===== config.mk =====
export PLATFORM = sky130hd
export DESIGN_NAME = cfg_prom_reader
export DESIGN_NICKNAME = d
export VERILOG_FILES = /design/src/rtl/cfg_prom_reader.sv
export SDC_FILE = /design/constraint.sdc
export NUM_CORES = 1
export LEC_CHECK = 0
export ABC_AREA = 1
export BUFFER_PORTS_ARGS = -buffer_cell sky130_fd_sc_hd__buf_2
export CAP_MARGIN = 20
export CORE_UTILIZATION = 35
export DETAILED_ROUTE_END_ITERATION = 6
export PLACE_DENSITY = 0.5
export SLEW_MARGIN = 20
export SYNTH_ARGS = -nofsm -noshare
export SYNTH_HDL_FRONTEND = slang
export SYNTH_SLANG_ARGS = --single-unit

===== constraint.sdc =====
create_clock -name clk -period 2.8 [get_ports clk]
set_input_delay 0.28 -clock clk [delete_from_list [all_inputs] [get_ports clk]]
set_output_delay 0.28 -clock clk [all_outputs]
set_load 0.01 [all_outputs]

===== src/rtl/cfg_prom_reader.sv =====
module cfg_prom_reader #(
  parameter int DEPTH           = 64,
  parameter bit RST_ACTIVE_HIGH = 1'b1,
  localparam int AW             = $clog2(DEPTH),
  localparam int CW             = $clog2(DEPTH + 1)
) (
  input  logic          clk,
  input  logic          por_n,
  input  logic          ce_n,
  input  logic          rst_oe,
  input  logic          wr_en,
  input  logic [AW-1:0] wr_addr,
  input  logic          wr_bit,
  output logic          sdo,
  output logic          sdo_en,
  output logic          standby
);

  localparam logic [CW-1:0] END_CNT = CW'(DEPTH);

  logic [DEPTH-1:0] bits_q;
  logic [CW-1:0]    addr_q;
  logic             rst_act;
  logic             step;
  logic [AW-1:0]    rd_idx;

  assign rst_act = RST_ACTIVE_HIGH ? rst_oe : ~rst_oe;
  assign step    = ~rst_act & ~ce_n & (addr_q < END_CNT);
  assign rd_idx  = (addr_q == END_CNT) ? '0 : addr_q[AW-1:0];

  always_ff @(posedge clk or negedge por_n) begin
    if (!por_n)       addr_q <= '0;
    else if (rst_act) addr_q <= '0;
    else if (step)    addr_q <= addr_q + CW'(1);
  end

  always_ff @(posedge clk) begin
    if (wr_en && ce_n) bits_q[wr_addr] <= wr_bit;
  end

  assign sdo_en  = ~rst_act & ~ce_n;
  assign sdo     = sdo_en & bits_q[rd_idx];
  assign standby = ce_n;

  p_hold_zero_r4: assert property (@(posedge clk) disable iff (!por_n)
    rst_act |=> addr_q == '0);

  p_step_r3: assert property (@(posedge clk) disable iff (!por_n)
    (!rst_act && !ce_n && addr_q < END_CNT) |=> addr_q == $past(addr_q) + CW'(1));

  p_freeze_r5: assert property (@(posedge clk) disable iff (!por_n)
    (!rst_act && ce_n) |=> $stable(addr_q));

  p_stop_r6: assert property (@(posedge clk) disable iff (!por_n)
    (addr_q == END_CNT && !rst_act) |=> addr_q == END_CNT);

  p_bound_r6: assert property (@(posedge clk) disable iff (!por_n)
    addr_q <= END_CNT);

  p_no_wr_r8: assert property (@(posedge clk) disable iff (!por_n)
    (!ce_n) |=> bits_q == $past(bits_q));

endmodule


# Yosys cells after proc, flatten, opt, wreduce, memory -nomap -nowiden
# Cells that the tools add are included.
# W data, S select, Z words.
# word_totals
ff_bits	71
word_cells	24
out_inout_bits	3
# classes
reduce_logical	3
n_bitwise	5
addsub	1
eq_ne	1
n_lt_le_gt_ge	4
mux	8
# op_table
op	n
$bwmux W64	1
$lt A6 B7 Y1 const B	2
$mux W7	2
$add A7 B1 Y7 const B	1
$eq A7 B7 Y1 const B	1
$lt A7 B7 Y1 const B	1
$bmux W1 S6	1
$demux W1 S6	1
$ge A6 B1 Y1 const B	1
$mux W6	1
$and A1 B1 Y1	3
$logic_and A1 B1 Y1	2
$mux W1	2
$not A1 Y1	2
$reduce_bool A2 Y1	1

# Longest topological paths before layout
# depth
word_depth	5
ltp_mapped	19
mapped_depth_nobuf	16

# Worst setup path before layout
# OpenSTA, ideal clock, no wires.
# synth_path
kind	flip-flop to output port
startpoint	register addr_q[0]
endpoint	output sdo
stages_incl_launch_ff	19
t_arrival_ps	2038
required_ps	2520
setup_slack_ps	482
path_cell_list	dfrtp_1 buf_4 buf_2 inv_1 ha_1 nand2_1 inv_1 nand3_2 buf_2 nand3_1 nand3_1 nand2_1 nand2_1 nand2_1 nor2_1 nand2_1 nand3_1 nand2_1 nor2_1
# synth_between
elab_chain_cells	5
# synth_lines
element	line_no	rtl
start, declared	22	logic [CW-1:0] addr_q;
start signal, assigned	34	else if (step) addr_q <= addr_q + CW'(1);
$eq A7 B7 Y1	29	assign rd_idx = (addr_q == END_CNT) ? '0 : addr_q[AW-1:0];
$mux W6 (*)	29	
$bmux W1 S6 (*)	42	assign sdo = sdo_en & bits_q[rd_idx];
$mux W1 (implied by the code) (*)	42	
$and A1 B1 Y1 (*)	42	
end, declared	14	output logic sdo,
# Every way passes the cells marked *; elsewhere a longest branch is shown, timed or not. The select of a mux whose other input is x is not followed.

# Final worst setup path
# layout_path
startpoint	register addr_q[1]
endpoint	output sdo
# The elaborated chain is that of the path after synthesis.

==> results.rst <==
.. list-table::
   :header-rows: 1

   * - Metric
     - Value
   * - Clk Tree Root Cell
     - clkbuf_8
   * - Initial antenna violation count
     - 0
   * - Clock slew at the register clock pins of the worst setup and hold paths
     - 70 ps
   * - Reported leakage power
     - 1.42 nW
   * - Placeable core region
     - 9280 µm²
   * - TritonCTS clock tree
     - done
   * - Portion of the clock cycle consumed by the worst path in the final layout
     - 93.2%
   * - Signal arrival time at the worst endpoint
     - 2330 ps
   * - Clock buffer depth
     - 2
   * - Clock sink count
     - 71
   * - Wire length of the first global-routing pass
     - 13100 µm
   * - Tightest Pin Transition
     - 982 ps
   * - Mean routed wirelength per cell
     - 16.4 µm
   * - Type of the worst setup path
     - flop to primary output
   * - Cells on Worst Hold Path
     - 4
   * - Required time worst endpoint
     - 2520 ps
   * - Mean Syn Cell Area
     - 9.46 µm²
   * - Worst Skew
     - 1.05 ps
   * - Max Fanout on Critical Path
     - 7
   * - Remaining Overflow, GRT
     - 0
   * - Die Ht
     - 100 µm
   * - Total detailed-routing wirelength
     - 8460 µm
   * - Endpoints failing hold
     - 0
   * - Starting density of the core
     - 36.3%
   * - Number of optimization iterations in the first detailed-route pass
     - 4
   * - Full die area
     - 10000 µm²
   * - Flip-flop and latch count after synthesis
     - 71
   * - Number of cells on the worst reg-to-reg path
     - 6
   * - Count of input and output buffers
     - 14
   * - Endpoint class of the critical path
     - primary output
   * - Vias
     - 2575
   * - Ratio of routed vias to standard cells
     - 5.00
   * - Share of layout cells above drive strength 1
     - 12.2%
   * - Type of the tightest min-delay check
     - input port to flop
   * - Met1 layer usage reported by global route
     - 25.7%
   * - Half-perimeter wire length after detailed placement
     - 5590 µm
   * - Minimum clock period
     - 2610 ps
   * - Synthesis-to-layout area growth
     - 14.2%
   * - DRT antenna net count
     - 0
   * - Run status
     - finished, final reports clean
   * - Global-route total usage across every layer
     - 17.6%
   * - Commonest cells after routing, fill and taps aside
     - nand2_1, nor2_1, edfxtp_1
   * - Worst rel slew slack
     - 34.5%
   * - Filler cell count in the final layout
     - 963
   * - RSZ-0062 raised after global routing
     - no
   * - Power density over the cells
     - 567 nW/µm²
   * - Total nets after synthesis
     - 370
   * - Final worst setup slack
     - 191 ps
   * - Mapped cell area
     - 3370 µm²
   * - Crit start category
     - flop
   * - Peak supply drop
     - 0.220 mV
   * - Grt peak-use layer
     - met2
   * - Initial drt markers
     - 217
   * - Part of the Yosys area used for sequential elements
     - 62.3%
   * - Max cap viols
     - 0
   * - Number of pins with negative max-slew slack in the final report
     - 0
   * - Chip Width
     - 100 µm
   * - Synth cell types
     - 24
   * - Placement Setup Slack
     - 306 ps
   * - Upper clock frequency limit
     - 383 MHz
   * - Ant diodes
     - 0
   * - Vias in the first global route
     - 2442
   * - DR DRC count
     - 0
   * - Total number of placement rows
     - 35
   * - Total negative setup slack
     - 0 ps
   * - IO Pins
     - 15
   * - Most common cell after layout, fill and taps aside
     - nand2_1
   * - Fraction of met3 tracks used by global routing
     - 3.55%
   * - Number of H-tree levels
     - 3
   * - Met2 Track Usage GR
     - 26.3%
   * - Utilization after layout
     - 41.4%
   * - Total number of yosys warnings
     - 0
   * - TritonCTS buffer count
     - 9
   * - Last weighted congestion value of the routability-driven placer
     - 0.819
   * - Number of nets in the layout
     - 396
   * - Maximum number of pins on one net before global-route repair
     - 65
   * - # setup viols final
     - 0
   * - Synthesized netlist cell count
     - 356
   * - Worst skew pair latency
     - 340 ps
-- Yosys cell counts --
cell type / n / area, µm²
o2111ai_1: 1 / 8.76
buf_4: 4 / 30.0
edfxtp_1: 64 / 1920
dfrtp_1: 7 / 175
clkbuf_1: 1 / 3.75
a21oi_1: 12 / 60.1
nand3_2: 1 / 10.0
nor2_1: 77 / 289
ha_1: 2 / 25.0
o32ai_1: 1 / 8.76
o41ai_1: 1 / 8.76
inv_1: 19 / 71.3
o21ai_0: 5 / 25.0
nand3_1: 54 / 270
nand2_2: 1 / 6.26
nand4_1: 8 / 50.1
o311ai_0: 1 / 8.76
nand2_1: 86 / 323
a21boi_1: 1 / 7.51
clkinv_1: 1 / 3.75
buf_2: 4 / 20.0
nand2_4: 1 / 11.3
inv_2: 2 / 7.51
buf_6: 2 / 22.5
-- sequential cells by signal (all words and copies together), names as in the netlist --
name    flops
addr_q      7
bits_q     64
-- metal layers --
metal	part of all wire [%]	up-vias	routed length, µm
met4	1.4	0	116
met2	44	66	3760
met1	51	1237	4290
met3	3.5	8	294
li1	-	1264	-
met5	0	-	0
-- worst paths after layout --
kind | startpoint | end | slack [ps]
worst max-delay path | addr_q[1]$_DFFE_PN0P_ | sdo | 190
worst min-delay path | rst_oe | addr_q[2]$_DFFE_PN0P_ | 270
worst max register to register | addr_q[0]$_DFFE_PN0P_ | addr_q[5]$_DFFE_PN0P_ | 1240
worst min register to register | addr_q[5]$_DFFE_PN0P_ | addr_q[5]$_DFFE_PN0P_ | 570
max in group asynchronous | por_n | addr_q[1]$_DFFE_PN0P_ | 2320
min in group asynchronous | por_n | addr_q[5]$_DFFE_PN0P_ | 310
-- where the power goes --
part	internal (mW)	total [mW]	switching, mW
Combinational	0.0663	0.221	0.155
Sequential	1.16	1.17	0.00346
Clock	0.403	0.793	0.389
-- cell type report --
class	count	area, µm²	share of cell area (%)
Inverter	22	85.1	2.21
Clock buffer	9	124	3.22
Tap cell	129	161	4.20
Timing Repair Buffer	24	155	4.04
Multi-Input combinational cell	254	1160	30.1
Clock inverter	6	62.6	1.63
Sequential cell	71	2100	54.6
-- logic make-up after synthesis --
family                   count (synthesis)  share of synthesized area, %
AND/OR/NAND/NOR                        228                          28.5
flip-flops                              71                          62.3
buffers and inverters                   33                          4.72
AO/OA/AOI/OAI                           22                          3.79
adder cells (fa/ha/maj)                  2                         0.743
-- repair_timing --
| action | CTS | global route |
|---|---|---|
| gates resized for setup | 2 | 7 |
| hold buffers | 1 | 0 |
| pin swaps | 1 | 5 |
| hold endpoints to repair | 7 | 0 |
| setup buffers | 2 | 3 |
| endpoints found under the setup margin | 1 | 1 |
| cloned | 0 | 2 |
-- metrics by stage --
step	instance area [µm²]	power [mW]	hold slack, ps	cells
global route	3840	2.26	307	515
detailed placement	3550	1.38	127	492
CTS	3780	2.17	258	510
floorplan	3370	1.32	-15.6	356
global placement	3550	1.38	126	492
finish	3840	2.18	269	515
-- worst max-delay path: stages, from the launching register on --
cell and delay, ps:
dfrtp_2 380, inv_1 50, ha_1 170, nand2_1 70
inv_2 40, nand3_4 160, nand2_4 100, buf_4 170
nand3_1 100, nand2_1 60, nand2_1 60, nand2_1 60
nor2_2 90, nand2_1 50, nand3_1 70, nand2_1 50
nor2_1 140, buf_2 150
Note: power is estimated with default switching activity, not from simulation.
